$ cat src/rtl/ifc_cfg_pkg.sv
package ifc_cfg_pkg;
    typedef enum logic [1:0] {
        ST_RUN    = 2'd0,
        ST_SRST   = 2'd1,
        ST_COMMIT = 2'd2
    } ifc_state_e;

    localparam int SRST_BIT   = 7;   // request bit in the first configuration register
    localparam int SEL_BIT    = 5;   // readback select in the second configuration register
    localparam int UPD_BIT    = 0;   // update request bit
    localparam int NIB_W      = 4;
    localparam logic [2:0] FIXED_BITS = 3'b001; // bits 6:4 of the first register
endpackage

$ cat src/rtl/ifc_cfg_fsm.sv
module ifc_cfg_fsm
    import ifc_cfg_pkg::*;
(
    input  logic clk,
    input  logic rst_n,
    input  logic srst_req,
    input  logic commit_req,
    output logic soft_rst_o,
    output logic commit_o
);
    ifc_state_e state_q, state_d;

    always_ff @(posedge clk or negedge rst_n) begin
        if (!rst_n) state_q <= ST_RUN;
        else        state_q <= state_d;
    end

    always_comb begin
        state_d = ST_RUN;
        unique case (state_q)
            ST_RUN, ST_COMMIT: begin
                if (srst_req)        state_d = ST_SRST;
                else if (commit_req) state_d = ST_COMMIT;
                else                 state_d = ST_RUN;
            end
            ST_SRST: state_d = ST_RUN;
            default: state_d = ST_RUN;
        endcase
    end

    always_comb begin
        soft_rst_o = 1'b0;
        commit_o   = 1'b0;
        unique case (state_q)
            ST_SRST:   soft_rst_o = 1'b1;
            ST_COMMIT: commit_o   = 1'b1;
            default: begin
                soft_rst_o = 1'b0;
                commit_o   = 1'b0;
            end
        endcase
    end
endmodule

$ cat src/rtl/ifc_dbuf_reg.sv
module ifc_dbuf_reg #(
    parameter int W = 8
) (
    input  logic         clk,
    input  logic         rst_n,
    input  logic         clr,
    input  logic         wr_en,
    input  logic [W-1:0] wdata,
    input  logic         commit,
    output logic [W-1:0] buf_q,
    output logic [W-1:0] act_q
);
    always_ff @(posedge clk or negedge rst_n) begin
        if (!rst_n) begin
            buf_q <= '0;
            act_q <= '0;
        end else if (clr) begin
            buf_q <= '0;
            act_q <= '0;
        end else begin
            if (commit) act_q <= buf_q;
            if (wr_en)  buf_q <= wdata;
        end
    end
endmodule

$ cat src/rtl/ifc_rd_mux.sv
module ifc_rd_mux
    import ifc_cfg_pkg::*;
#(
    parameter int ADDR_W = 16,
    parameter int DATA_W = 8,
    parameter logic [ADDR_W-1:0] ADR_CFGA = 'h0000,
    parameter logic [ADDR_W-1:0] ADR_CFGB = 'h0001,
    parameter logic [ADDR_W-1:0] ADR_UPD  = 'h000F,
    parameter logic [ADDR_W-1:0] ADR_BUF  = 'h0100
) (
    input  logic [ADDR_W-1:0] reg_addr,
    input  logic              srst_flag,
    input  logic              sel,
    input  logic              commit,
    input  logic [DATA_W-1:0] buf_q,
    input  logic [DATA_W-1:0] act_q,
    output logic [DATA_W-1:0] rdata
);
    logic [NIB_W-1:0] hi_nib;
    logic [NIB_W-1:0] lo_nib;
    logic [DATA_W-1:0] cfga_word;
    logic [DATA_W-1:0] cfgb_word;
    logic [DATA_W-1:0] upd_word;

    assign hi_nib = {srst_flag, FIXED_BITS};

    for (genvar g = 0; g < NIB_W; g++) begin : g_mirror
        assign lo_nib[g] = hi_nib[NIB_W-1-g];
    end

    always_comb begin
        cfga_word = '0;
        cfga_word[2*NIB_W-1:0] = {hi_nib, lo_nib};
        cfgb_word = '0;
        cfgb_word[SEL_BIT] = sel;
        upd_word = '0;
        upd_word[UPD_BIT] = commit;
    end

    always_comb begin
        if (reg_addr == ADR_CFGA)      rdata = cfga_word;
        else if (reg_addr == ADR_CFGB) rdata = cfgb_word;
        else if (reg_addr == ADR_UPD)  rdata = upd_word;
        else if (reg_addr == ADR_BUF)  rdata = sel ? buf_q : act_q;
        else                           rdata = '0;
    end
endmodule

$ cat src/rtl/ifc_cfg_bank.sv
module ifc_cfg_bank
    import ifc_cfg_pkg::*;
#(
    parameter int ADDR_W = 16,
    parameter int DATA_W = 8,
    parameter logic [ADDR_W-1:0] ADR_CFGA = 'h0000,
    parameter logic [ADDR_W-1:0] ADR_CFGB = 'h0001,
    parameter logic [ADDR_W-1:0] ADR_UPD  = 'h000F,
    parameter logic [ADDR_W-1:0] ADR_BUF  = 'h0100
) (
    input  logic              clk,
    input  logic              rst_n,
    input  logic              reg_wr,
    input  logic [ADDR_W-1:0] reg_addr,
    input  logic [DATA_W-1:0] reg_wdata,
    output logic [DATA_W-1:0] reg_rdata,
    output logic              soft_rst_o
);
    logic hit_cfga, hit_cfgb, hit_upd, hit_buf;
    logic srst_req, commit_req, buf_wr;
    logic commit;
    logic sel_q;
    logic [DATA_W-1:0] buf_q, act_q;

    assign hit_cfga = reg_wr && (reg_addr == ADR_CFGA);
    assign hit_cfgb = reg_wr && (reg_addr == ADR_CFGB);
    assign hit_upd  = reg_wr && (reg_addr == ADR_UPD);
    assign hit_buf  = reg_wr && (reg_addr == ADR_BUF);

    assign srst_req   = hit_cfga && reg_wdata[SRST_BIT];
    assign commit_req = hit_upd && reg_wdata[UPD_BIT];
    assign buf_wr     = hit_buf && !soft_rst_o;

    // readback select is spared by the soft reset
    always_ff @(posedge clk or negedge rst_n) begin
        if (!rst_n)        sel_q <= 1'b0;
        else if (hit_cfgb) sel_q <= reg_wdata[SEL_BIT];
    end

    ifc_cfg_fsm u_fsm (
        .clk        (clk),
        .rst_n      (rst_n),
        .srst_req   (srst_req),
        .commit_req (commit_req),
        .soft_rst_o (soft_rst_o),
        .commit_o   (commit)
    );

    ifc_dbuf_reg #(.W(DATA_W)) u_dbuf (
        .clk    (clk),
        .rst_n  (rst_n),
        .clr    (soft_rst_o),
        .wr_en  (buf_wr),
        .wdata  (reg_wdata),
        .commit (commit),
        .buf_q  (buf_q),
        .act_q  (act_q)
    );

    ifc_rd_mux #(
        .ADDR_W   (ADDR_W),
        .DATA_W   (DATA_W),
        .ADR_CFGA (ADR_CFGA),
        .ADR_CFGB (ADR_CFGB),
        .ADR_UPD  (ADR_UPD),
        .ADR_BUF  (ADR_BUF)
    ) u_rd (
        .reg_addr  (reg_addr),
        .srst_flag (soft_rst_o),
        .sel       (sel_q),
        .commit    (commit),
        .buf_q     (buf_q),
        .act_q     (act_q),
        .rdata     (reg_rdata)
    );
endmodule

$ cat config.mk
export PLATFORM = sky130hd
export DESIGN_NAME = ifc_cfg_bank
export DESIGN_NICKNAME = d
export VERILOG_FILES = /design/src/rtl/ifc_cfg_pkg.sv /design/src/rtl/ifc_cfg_fsm.sv /design/src/rtl/ifc_dbuf_reg.sv /design/src/rtl/ifc_rd_mux.sv /design/src/rtl/ifc_cfg_bank.sv
export SDC_FILE = /design/constraint.sdc
export NUM_CORES = 1
export LEC_CHECK = 0
export ABC_AREA = 0
export CAP_MARGIN = 20
export CORE_ASPECT_RATIO = 1.1
export CORE_MARGIN = 2
export CORE_UTILIZATION = 47
export CTS_BUF_LIST = sky130_fd_sc_hd__clkbuf_2 sky130_fd_sc_hd__clkbuf_4 sky130_fd_sc_hd__clkbuf_8
export DETAILED_ROUTE_END_ITERATION = 10
export PLACE_DENSITY = 0.81
export SYNTH_ARGS = -nofsm -noshare
export SYNTH_HDL_FRONTEND = slang
export SYNTH_HIERARCHICAL = 1
export SYNTH_SLANG_ARGS = --single-unit
$ cat constraint.sdc
create_clock -name clk -period 1.44 [get_ports clk]
set_input_delay 0.288 -clock clk [delete_from_list [all_inputs] [get_ports clk]]
set_output_delay 0.288 -clock clk [all_outputs]
set_load 0.02 [all_outputs]
After elaboration in Yosys (flattened, before gate mapping)
Index checks and enable logic that the tools add are counted.
{"block": "word_totals", "mem_bits_ro": 0, "mem_count": 0, "latchBits": 0, "reg_bits": 19, "ram_bits": 0, "in_bits": 27, "wordCells": 36}
{"block": "classes", "n_mux": 14, "n_eq_ne": 5, "n_shift": 0, "n_div": 0, "n_bitwise": 0, "mul": 0, "order_cmp": 0, "addsub": 0, "reduce_logical": 13}
{"operator": "2-to-1 mux 8 bit", "n": 9}
{"operator": "== test 16 x 1 -> 1 bit (second input constant)", "n": 1}
{"operator": "== test 16 x 4 -> 1 bit (second input constant)", "n": 1}
{"operator": "== test 16 x 9 -> 1 bit (second input constant)", "n": 1}
{"operator": "logical NOT 16 bit", "n": 1}
{"operator": "logical AND 1 bit", "n": 7}
{"operator": "2-to-1 mux 2 bit", "n": 3}
{"operator": "nonzero test 2 bit", "n": 2}
{"operator": "== test 2 x 1 -> 1 bit (second input constant)", "n": 1}
{"operator": "== test 2 bit (second input constant)", "n": 1}
{"operator": "logical NOT 2 bit", "n": 1}
{"operator": "2-to-1 mux 1 bit", "n": 2}
{"operator": "OR reduction 2 bit", "n": 1}
{"operator": "logical NOT 1 bit", "n": 1}

Longest topological paths before layout
Gate-level depths: netlist of run 1.
{"block": "depth", "ltp_word": 6, "depth_mapped": 7, "depth_no_buf": 6}

By module
Netlist of run 1, hierarchy kept.
{"module": "ifc_dbuf_reg", "area_per_inst_um2": 659.4, "seq_area_each_um2": 400.4, "n_inst": 1, "cells_each": 52}
{"module": "ifc_rd_mux", "area_per_inst_um2": 256.5, "seq_area_each_um2": 0.0, "n_inst": 1, "cells_each": 30}
{"module": "ifc_cfg_bank", "area_per_inst_um2": 137.6, "seq_area_each_um2": 25.0, "n_inst": 1, "cells_each": 16}
{"module": "ifc_cfg_fsm", "area_per_inst_um2": 83.8, "seq_area_each_um2": 50.0, "n_inst": 1, "cells_each": 6}

Least setup slack after synthesis of run 1
Ideal clock, no wire load.
{"block": "synth_timing", "path_kind": "input port to flip-flop", "start": "in reg_addr[5]", "end": "reg u_dbuf.buf_q[3]", "path_slack_ps": -306, "cell_stages": 7, "setup_time_ps": 120, "arrival_time_ps": 1626, "path_cell_list": "nor4_2 nand3_1 or3_4 nor3b_2 buf_6 mux2i_1 nor2_1"}
{"block": "synth_via", "elab_chain_cells": 4}
{"element": "from (decl)", "line_no": "ifc_cfg_bank.sv:14", "source": "input logic [ADDR_W-1:0] reg_addr,"}
{"element": "== test 16 x 9 -> 1 bit", "line_no": "ifc_cfg_bank.sv:28", "source": "assign hit_buf = reg_wr && (reg_addr == ADR_BUF);"}
{"element": "logical AND 1 bit", "line_no": "ifc_cfg_bank.sv:28"}
{"element": "logical AND 1 bit", "line_no": "ifc_cfg_bank.sv:32", "source": "assign buf_wr = hit_buf && !soft_rst_o;"}
{"element": "net buf_wr", "line_no": "ifc_cfg_bank.sv:20", "source": "logic srst_req, commit_req, buf_wr;"}
{"element": "nonzero test 2 bit (no source line)"}
{"element": "to (signal assigned)", "line_no": "ifc_dbuf_reg.sv:22", "source": "if (wr_en) buf_q <= wdata;"}
{"element": "to (decl)", "line_no": "ifc_dbuf_reg.sv:10", "source": "output logic [W-1:0] buf_q,"}
The timed path passes the listed nets, and every way through them passes these cells.
A chain may end at the register's enable or synchronous reset.

Worst setup path in the final report of run 1
{"block": "layout_timing", "start": "in reg_addr[14]", "end": "out reg_rdata[4]"}
{"block": "layout_via", "elab_chain_cells": 5}
{"element": "== test 16 x 9 -> 1 bit", "line_no": "ifc_rd_mux.sv:44", "source": "else if (reg_addr == ADR_BUF) rdata = sel ? buf_q : act_q;"}
{"element": "2-to-1 mux 8 bit", "line_no": "ifc_rd_mux.sv:44"}
{"element": "2-to-1 mux 8 bit", "line_no": "ifc_rd_mux.sv:43", "source": "else if (reg_addr == ADR_UPD) rdata = upd_word;"}
{"element": "2-to-1 mux 8 bit", "line_no": "ifc_rd_mux.sv:42", "source": "else if (reg_addr == ADR_CFGB) rdata = cfgb_word;"}
{"element": "2-to-1 mux 8 bit *", "line_no": "ifc_rd_mux.sv:41", "source": "if (reg_addr == ADR_CFGA) rdata = cfga_word;"}
{"element": "to (decl)", "line_no": "ifc_cfg_bank.sv:16", "source": "output logic [DATA_W-1:0] reg_rdata,"}
Every way passes the cells marked *; elsewhere a longest branch is shown, timed or not.

==> results of run 1 <==
[critical path, delay by kind of cell]
family	cells	cell delay [ns]
buffers and inverters	4	0.70
AO/OA/AOI/OAI	1	0.06
AND/OR/NAND/NOR	2	0.49
[layer usage]
metal / share of wire [%] / up-vias
met1: 34 / 613
met2: 50 / 109
met3: 8.8 / 35
li1: - / 536
met5: 0 / -
met4: 7.3 / 0
[per-stage QoR]
stage	cells	power [W]	area, um^2	worst slack (ns)
CTS	210	0.0009888	2058	-0.3402
floorplan	104	0.0005607	1241	-0.2978
finish	213	0.001017	2118	-0.3882
detailed placement	190	0.0006857	1793	-1.253
global route	213	0.001044	2118	-0.4574
global placement	190	0.0006823	1793	-1.173
[report_power, final]
group	switching [W]	total (W)	internal [W]
Sequential	0.0000000548	0.000533	0.000533
Combinational	0.0000891	0.000183	0.0000936
Clock	0.000174	0.000301	0.000127
Total	0.000263	0.00102	0.000754
[area by class of cell]
class,count,area share (%)
multi-input cells,79,39.52
well taps,30,1.772
repair buffers,80,34.67
flip-flops and latches,19,22.45
clock buffers,4,1.418
inverters,1,0.1772
[timing repair]
action | CTS | global route
resized for setup | 143 | 21
pin swaps | 22 | 9
buffers inserted | 22 | 3
endpoints found under the hold margin | 0 | 0
endpoints found under the setup margin | 20 | 20
[state kept, by name, indices dropped and copies added, names as in the netlist]
signal         count
u_fsm/state_q      2
sel_q              1
u_dbuf/act_q       8
u_dbuf/buf_q       8
[worst min-delay path by stage]
stage                     from         endpoint
5_1_grt                  rst_n  u_dbuf/act_q[0]
3_3_place_gp   u_dbuf/act_q[3]  u_dbuf/act_q[3]
2_1_floorplan            rst_n            sel_q
6_report                 rst_n  u_dbuf/buf_q[1]
3_5_place_dp   u_dbuf/act_q[4]  u_dbuf/act_q[4]
4_1_cts                  rst_n  u_dbuf/act_q[2]
[cell families (layout without fill, tap and decap cells)]
kind of cell / after synthesis / after routing
buf+inv: 6 / 85
simple gates: 48 / 48
compound gates: 6 / 6
flops: 19 / 19
mux: 25 / 25
[layout by cell type, fill, tap and decap left out, types with 2 or more instances in the layout]
master           instances
nor4_4                   6
mux2i_1                 24
nand4_1                  2
o22ai_4                  3
buf_2                    9
clkbuf_4                 4
buf_6                   20
nand2_1                  2
dfrtp_1                 19
buf_4                   33
nor2_1                  16
nor3b_4                  2
nor2_4                   4
buf_12                   2
buf_8                    4
nor3_1                   2
o21ai_4                  2
clkdlybuf4s50_1         10
==> impl_metrics.yaml, run 1 <==
run_status:
  status: "complete, but fails checks"
  violations: "negative setup slack"
timing:
  max_clock_freq_ghz: 0.5470
  min_period_over_period_pct: 127.0
  relSlewSlack_pct: 76.36
  finClkSkew_ns: 0.004454
  timing.hold.ws_ns: 0.2969
  finalMaxSlewViolations: 0
  worst_slack_ns: -0.3882
  rsz0062_at_grt: "true"
  final.min_clock_period_ns: 1.828
  tns_ns: -6.383
  hold_viol: 0
  setup_viol: 20
  worstMarginPinSlew_ns: 0.3448
critical_path:
  reg2reg_to: "u_dbuf/buf_q[5]"
  rr_worst_depth: 6
  cpMaxStageDelayCell: "nor4_4"
  path_common_cell: "buf_4"
  crit_end: "reg_rdata[4]"
  cp_data_required_time_ns: 1.15
  cp_cell_sequence: "buf_2 > nor4_4 > buf_4 > nand4_1 > buf_4 > o21ai_4 > buf_6"
  worstSetupEndpointType: "output pin"
  path_class: "in -> out"
  crit_arrival_ns: 1.54
  r2r_start: "u_fsm/state_q[0]"
  slowest_delay_ns: 0.28
  setup.worst_path.start: "reg_addr[14]"
  r2r_setup_slack_ns: -0.24
  crit_path_start_kind: "input pin"
  crit_fanout: 3
cts:
  htree_levels: 1
  cts_tree: "built"
  clkLatencyLatePin_ns: 0.31
  cts-root-buf: "clkbuf_4"
  clock_sinks: 19
  clk_pin_slew_ns: 0.11
  ctsHoldBuffers: 0
  numCtsBuffers: 3
  cts_buffer_depth: 2
yosys:
  synth_top_family_by_area: "simple AND/OR/NAND/NOR gates"
  async_reset_ff_share_pct: 100.0
  synth_commonest_cells: "mux2i_1, nor2_1, dfrtp_1"
  synth_fa_ha_area_share_pct: 0
  ys_ff_latch: 19
  synthTopCellsByArea: "dfrtp_1, mux2i_1, nor2_1"
  synth_cell_types: 26
  ys_warn_count: 6
  synthSimpleGateAreaFrac_pct: 28.82
  yosysMostFrequentCell: "mux2i_1"
  yosysTopAreaCellShare_pct: 41.80
  yosysTopAreaCell: "dfrtp_1"
  yosysSeqAreaShare_pct: 41.80
  synth_compound_area_share_pct: 3.190
  ys.flop_type: "dfrtp_1"
  syn-cell-area_mm2: 0.001137
  synth_xor_area_share_pct: 0
  synth_area_per_cell_um2: 10.94
  syn_inst: 104
  synth.area.mux_share_pct: 22.11
  synthesis.nets: 131
  synth-edff-count: 0
worst_hold_path:
  hold_class: "in -> async"
finish:
  multi_input_area_um2: 837.1
  area_delta_synth_final_pct: 86.25
  fillers: 72
  diodes: 0
  final_layout_size_suffix_gt1_share_pct: 56.83
  regArea_um2: 475.5
  finalNetCount: 211
  fin_util_pct: 93.12
detailed_routing:
  vias: 1293
  drtIter0Drc: 41
  wl_per_cell_um: 23.31
  viasPerCell: 6.070
  dr.pass1.iters: 4
  remaining_drc_errors: 0
  routed_wl_mm: 4.964
  drt.antenna.violating_nets: 0
global_routing:
  grt-ovfl-total: 0
  grt_use_met2_pct: 54.36
  first_global_vias: 1362
  grt_pass1_wl_mm: 6.810
  grtUsageTotal_pct: 32.92
  busiest_layer: "met2"
  antenna_found_initial: 0
  use_met1_pct: 35.92
  met3_usage_pct: 7.527
  grt_max_degree: 20
power:
  p_leak_nw: 0.8889
  power_density_mw_per_mm2: 480.2
  ir_drop_uv: 688.7
die:
  dieHeight_um: 55.59
  die_x_um: 50.90
  initial_core_util_pct: 50.00
  rows: 18
  die-area_mm2: 0.002830
  boundaryPins: 36
  core-area_mm2: 0.002275
placement:
  routabilityCongestion: 0.7679
  portBuffers: 35
  post-dp-hpwl_mm: 2.348
run:
  drv_cap: 0
(Power assumes the default switching activity.)
==> run 2: changes to the inputs <==
--- a/config.mk
+++ b/config.mk
@@ -11,8 +11,11 @@
 export CORE_MARGIN = 2
 export CORE_UTILIZATION = 47
 export CTS_BUF_LIST = sky130_fd_sc_hd__clkbuf_2 sky130_fd_sc_hd__clkbuf_4 sky130_fd_sc_hd__clkbuf_8
+export CTS_CLUSTER_DIAMETER = 60
 export DETAILED_ROUTE_END_ITERATION = 10
+export GPL_ROUTABILITY_DRIVEN = 0
 export PLACE_DENSITY = 0.81
+export SETUP_SLACK_MARGIN = 0.4
 export SYNTH_ARGS = -nofsm -noshare
 export SYNTH_HDL_FRONTEND = slang
 export SYNTH_HIERARCHICAL = 1
==> run 2 against run 1 <==
  * Synthesized cell count stayed put
  * The flow now stops in global routing
  * Synthesized area unchanged
==> impl_metrics.yaml, run 2 <==
yosys:
  yosysTopAreaCell: "dfrtp_1"
  yosysTopAreaCellShare_pct: 41.80
  yosysSeqAreaShare_pct: 41.80
  yosysMostFrequentCell: "mux2i_1"
  synth_commonest_cells: "mux2i_1, nor2_1, dfrtp_1"
  synth_cell_types: 26
  syn-cell-area_mm2: 0.001137
  async_reset_ff_share_pct: 100.0
  synthTopCellsByArea: "dfrtp_1, mux2i_1, nor2_1"
  syn_inst: 104
  synth-edff-count: 0
  synth_area_per_cell_um2: 10.94
  synthesis.nets: 131
  ys_ff_latch: 19
  ys_warn_count: 6
  ys.flop_type: "dfrtp_1"
cts:
  clock_sinks: 19
  numCtsBuffers: 3
  htree_levels: 1
  ctsHoldBuffers: 0
  cts_buffer_depth: 2
  cts-root-buf: "clkbuf_4"
global_routing:
  grt_max_degree: 20
run_status:
  status: "did not finish"
  tool.error: "[ERROR DPL-0038] Utilization greater than 100%, impossible to legalize"
  stop_stage: "global routing"
die:
  dieHeight_um: 55.59
  rows: 18
  die_x_um: 50.90
  boundaryPins: 36
  initial_core_util_pct: 50.00
placement:
  post-dp-hpwl_mm: 2.579
  portBuffers: 35
  placed_cell_area_mm2: 0.001906
timing:
  grt-worst-endpoint: "u_dbuf/buf_q[3]$_DFFE_PN0P_/D"
  worst-ep-kind: "sequential cell input"
==> run 2: cell counts after synthesis <==
Identical to the previous run, type by type.
==> run 2: logic make-up after synthesis <==
kind of cell           Yosys count  synth area share, %
AOI/OAI and AO/OA                6                3.191
DFF                             19                41.80
muxes                           25                22.11
buffers and inverters            6                4.069
and+or+nand+nor                 48                28.82
==> run 2: timing repair <==
action | 4_1_cts
buffers inserted | 7
endpoints found under the setup margin | 28
pin swaps | 16
gates resized for setup | 170
==> run 2: stage by stage <==
stage / cells / setup WS [ns]
after floorplan: 104 / -0.2951
after global placement: 203 / -1.129
after CTS: 214 / -0.3528
after detailed placement: 203 / -1.188
==> run 3: changes to the inputs <==
--- a/config.mk
+++ b/config.mk
@@ -7,15 +7,11 @@
 export LEC_CHECK = 0
 export ABC_AREA = 0
 export CAP_MARGIN = 20
-export CORE_ASPECT_RATIO = 1.1
-export CORE_MARGIN = 2
-export CORE_UTILIZATION = 47
-export CTS_BUF_LIST = sky130_fd_sc_hd__clkbuf_2 sky130_fd_sc_hd__clkbuf_4 sky130_fd_sc_hd__clkbuf_8
-export CTS_CLUSTER_DIAMETER = 60
+export CORE_AREA = 2 2 63 65
 export DETAILED_ROUTE_END_ITERATION = 10
+export DIE_AREA = 0 0 65 67
 export GPL_ROUTABILITY_DRIVEN = 0
-export PLACE_DENSITY = 0.81
-export SETUP_SLACK_MARGIN = 0.4
+export PLACE_DENSITY_LB_ADDON = 0.15
 export SYNTH_ARGS = -nofsm -noshare
 export SYNTH_HDL_FRONTEND = slang
 export SYNTH_HIERARCHICAL = 1
==> run 3 against run 2 <==
  * The flow now finishes, with violations (negative setup slack)
==> impl_metrics.yaml, run 3 (synthesis gave the netlist of run 1 again) <==
detailed_routing:
  remaining_drc_errors: 0
  vias: 1120
  wl_per_cell_um: 14.69
  routed_wl_mm: 3.394
  viasPerCell: 4.848
  drtIter0Drc: 26
  drt.antenna.violating_nets: 0
  dr.pass1.iters: 4
run:
  drv_cap: 0
finish:
  regArea_um2: 475.5
  finalNetCount: 211
  final_layout_size_suffix_gt1_share_pct: 56.28
  mostFrequentLayoutCell: "buf_4"
  area_delta_synth_final_pct: 88.01
  postLayoutCellArea_mm2: 0.002138
  top_regs: "u_dbuf/act_q x8, u_dbuf/buf_q x8, u_fsm/state_q x2"
  diodes: 0
  final_cell_mix: "buf_4, buf_6, mux2i_1, dfrtp_1, nor2_1"
  fillers: 321
  multi_input_area_um2: 830.8
timing:
  worstMarginPinSlew_ns: 0.3530
  relSlewSlack_pct: 76.29
  hold_viol: 0
  finClkSkew_ns: 0.005108
  min_period_over_period_pct: 121.1
  final.min_clock_period_ns: 1.744
  finalMaxSlewViolations: 0
  max_clock_freq_ghz: 0.5735
  timing.hold.ws_ns: 0.3680
  rsz0062_at_grt: "true"
  setup_viol: 19
  tns_ns: -4.178
  worst_slack_ns: -0.3038
critical_path:
  cp_cell_sequence: "buf_6 > nor4_4 > buf_4 > nand4_1 > buf_4 > o21ai_4 > buf_6"
  crit_path_start_kind: "input pin"
  rr_worst_depth: 6
  slowest_delay_ns: 0.32
  path_class: "in -> out"
  cp_data_required_time_ns: 1.15
  reg2reg_to: "u_dbuf/buf_q[5]"
  setup.worst_path.start: "reg_addr[4]"
  crit_fanout: 2
  crit_arrival_ns: 1.46
  r2r_setup_slack_ns: -0.17
  r2r_start: "u_fsm/state_q[0]"
  cpMaxStageDelayCell: "nor4_4"
  worstSetupEndpointType: "output pin"
worst_hold_path:
  hold_class: "in -> async"
cts:
  clk_pin_slew_ns: 0.07
  ctsHoldBuffers: 0
  htree_levels: 1
  clkLatencyLatePin_ns: 0.25
  numCtsBuffers: 3
  cts_tree: "built"
  cts_buffer_depth: 2
  clock_sinks: 19
  cts-root-buf: "clkbuf_8"
global_routing:
  grtUsageTotal_pct: 16.69
  busiest_layer: "met2"
  grt_max_degree: 20
  grt-ovfl-total: 0
  use_met1_pct: 18.58
  first_global_vias: 1227
  antenna_found_initial: 0
  grt_use_met2_pct: 32.35
  grt_pass1_wl_mm: 5.589
  met3_usage_pct: 2.196
placement:
  dp_slack_ns: -1.184
  post-dp-hpwl_mm: 2.405
  portBuffers: 35
  placed_cell_area_mm2: 0.001856
die:
  rows: 22
  die_x_um: 65
  initial_core_util_pct: 31.54
  dieHeight_um: 67
  die-area_mm2: 0.004355
  core-area_mm2: 0.003606
  boundaryPins: 36
run_status:
  violations: "negative setup slack"
  status: "complete, but fails checks"
power:
  ir_drop_uv: 513.4
  p_leak_nw: 0.8917
  power_density_mw_per_mm2: 494.6
-- run 3: how the worst max path moves through the flow --
stage | endpoint | slack (ns) | cells past startpoint
5_1_grt | reg_rdata[3] | -0.38 | 7
3_3_place_gp | reg_rdata[4] | -1.19 | 6
4_1_cts | reg_rdata[3] | -0.27 | 6
6_report | reg_rdata[3] | -0.30 | 7
2_1_floorplan | u_dbuf/buf_q[3] | -0.30 | 7
3_5_place_dp | reg_rdata[3] | -1.18 | 6
-- run 3: power breakdown --
group / leakage, nW / switching, W / internal, W
registers: 0.266 / 0.0000000492 / 0.000533
logic: 0.601 / 0.0000760 / 0.0000892
clock network: 0.0255 / 0.000167 / 0.000192
-- run 3: area by class of cell --
type | count | area share, %
flip-flops and latches | 19 | 22.24
clock buffers | 3 | 1.931
well taps | 48 | 2.809
clock inverters | 1 | 0.2341
repair buffers | 80 | 33.76
multi-input cells | 79 | 38.85
inverters | 1 | 0.1755
-- run 3: what timing repair did --
| item | in CTS | in global routing |
|---|---|---|
| pin swaps | 17 | 5 |
| gates resized for setup | 155 | 8 |
| buffers inserted | 11 | 5 |
| setup endpoints to repair | 20 | 20 |
-- run 3: layer usage --
metal  vias to the layer above  wire, um
li1                        536         -
met1                       548      1353
met2                        32      1868
met3                         4       131
met4                         0        40
met5                         -         0
-- run 3: metrics by stage --
stage / total power (W) / util (%) / cells
floorplan: 0.0005607 / - / 104
CTS: 0.001068 / 58.22 / 229
global route: 0.001103 / 59.30 / 231
finish: 0.001058 / 59.30 / 231
detailed placement: 0.0006874 / 51.46 / 215
global placement: 0.0006833 / 51.46 / 215
-- run 3: critical path, delay by kind of cell --
kind	cells	cell delay, ns
AO/OA/AOI/OAI	1	0.05
buffers and inverters	4	0.64
AND/OR/NAND/NOR	2	0.48
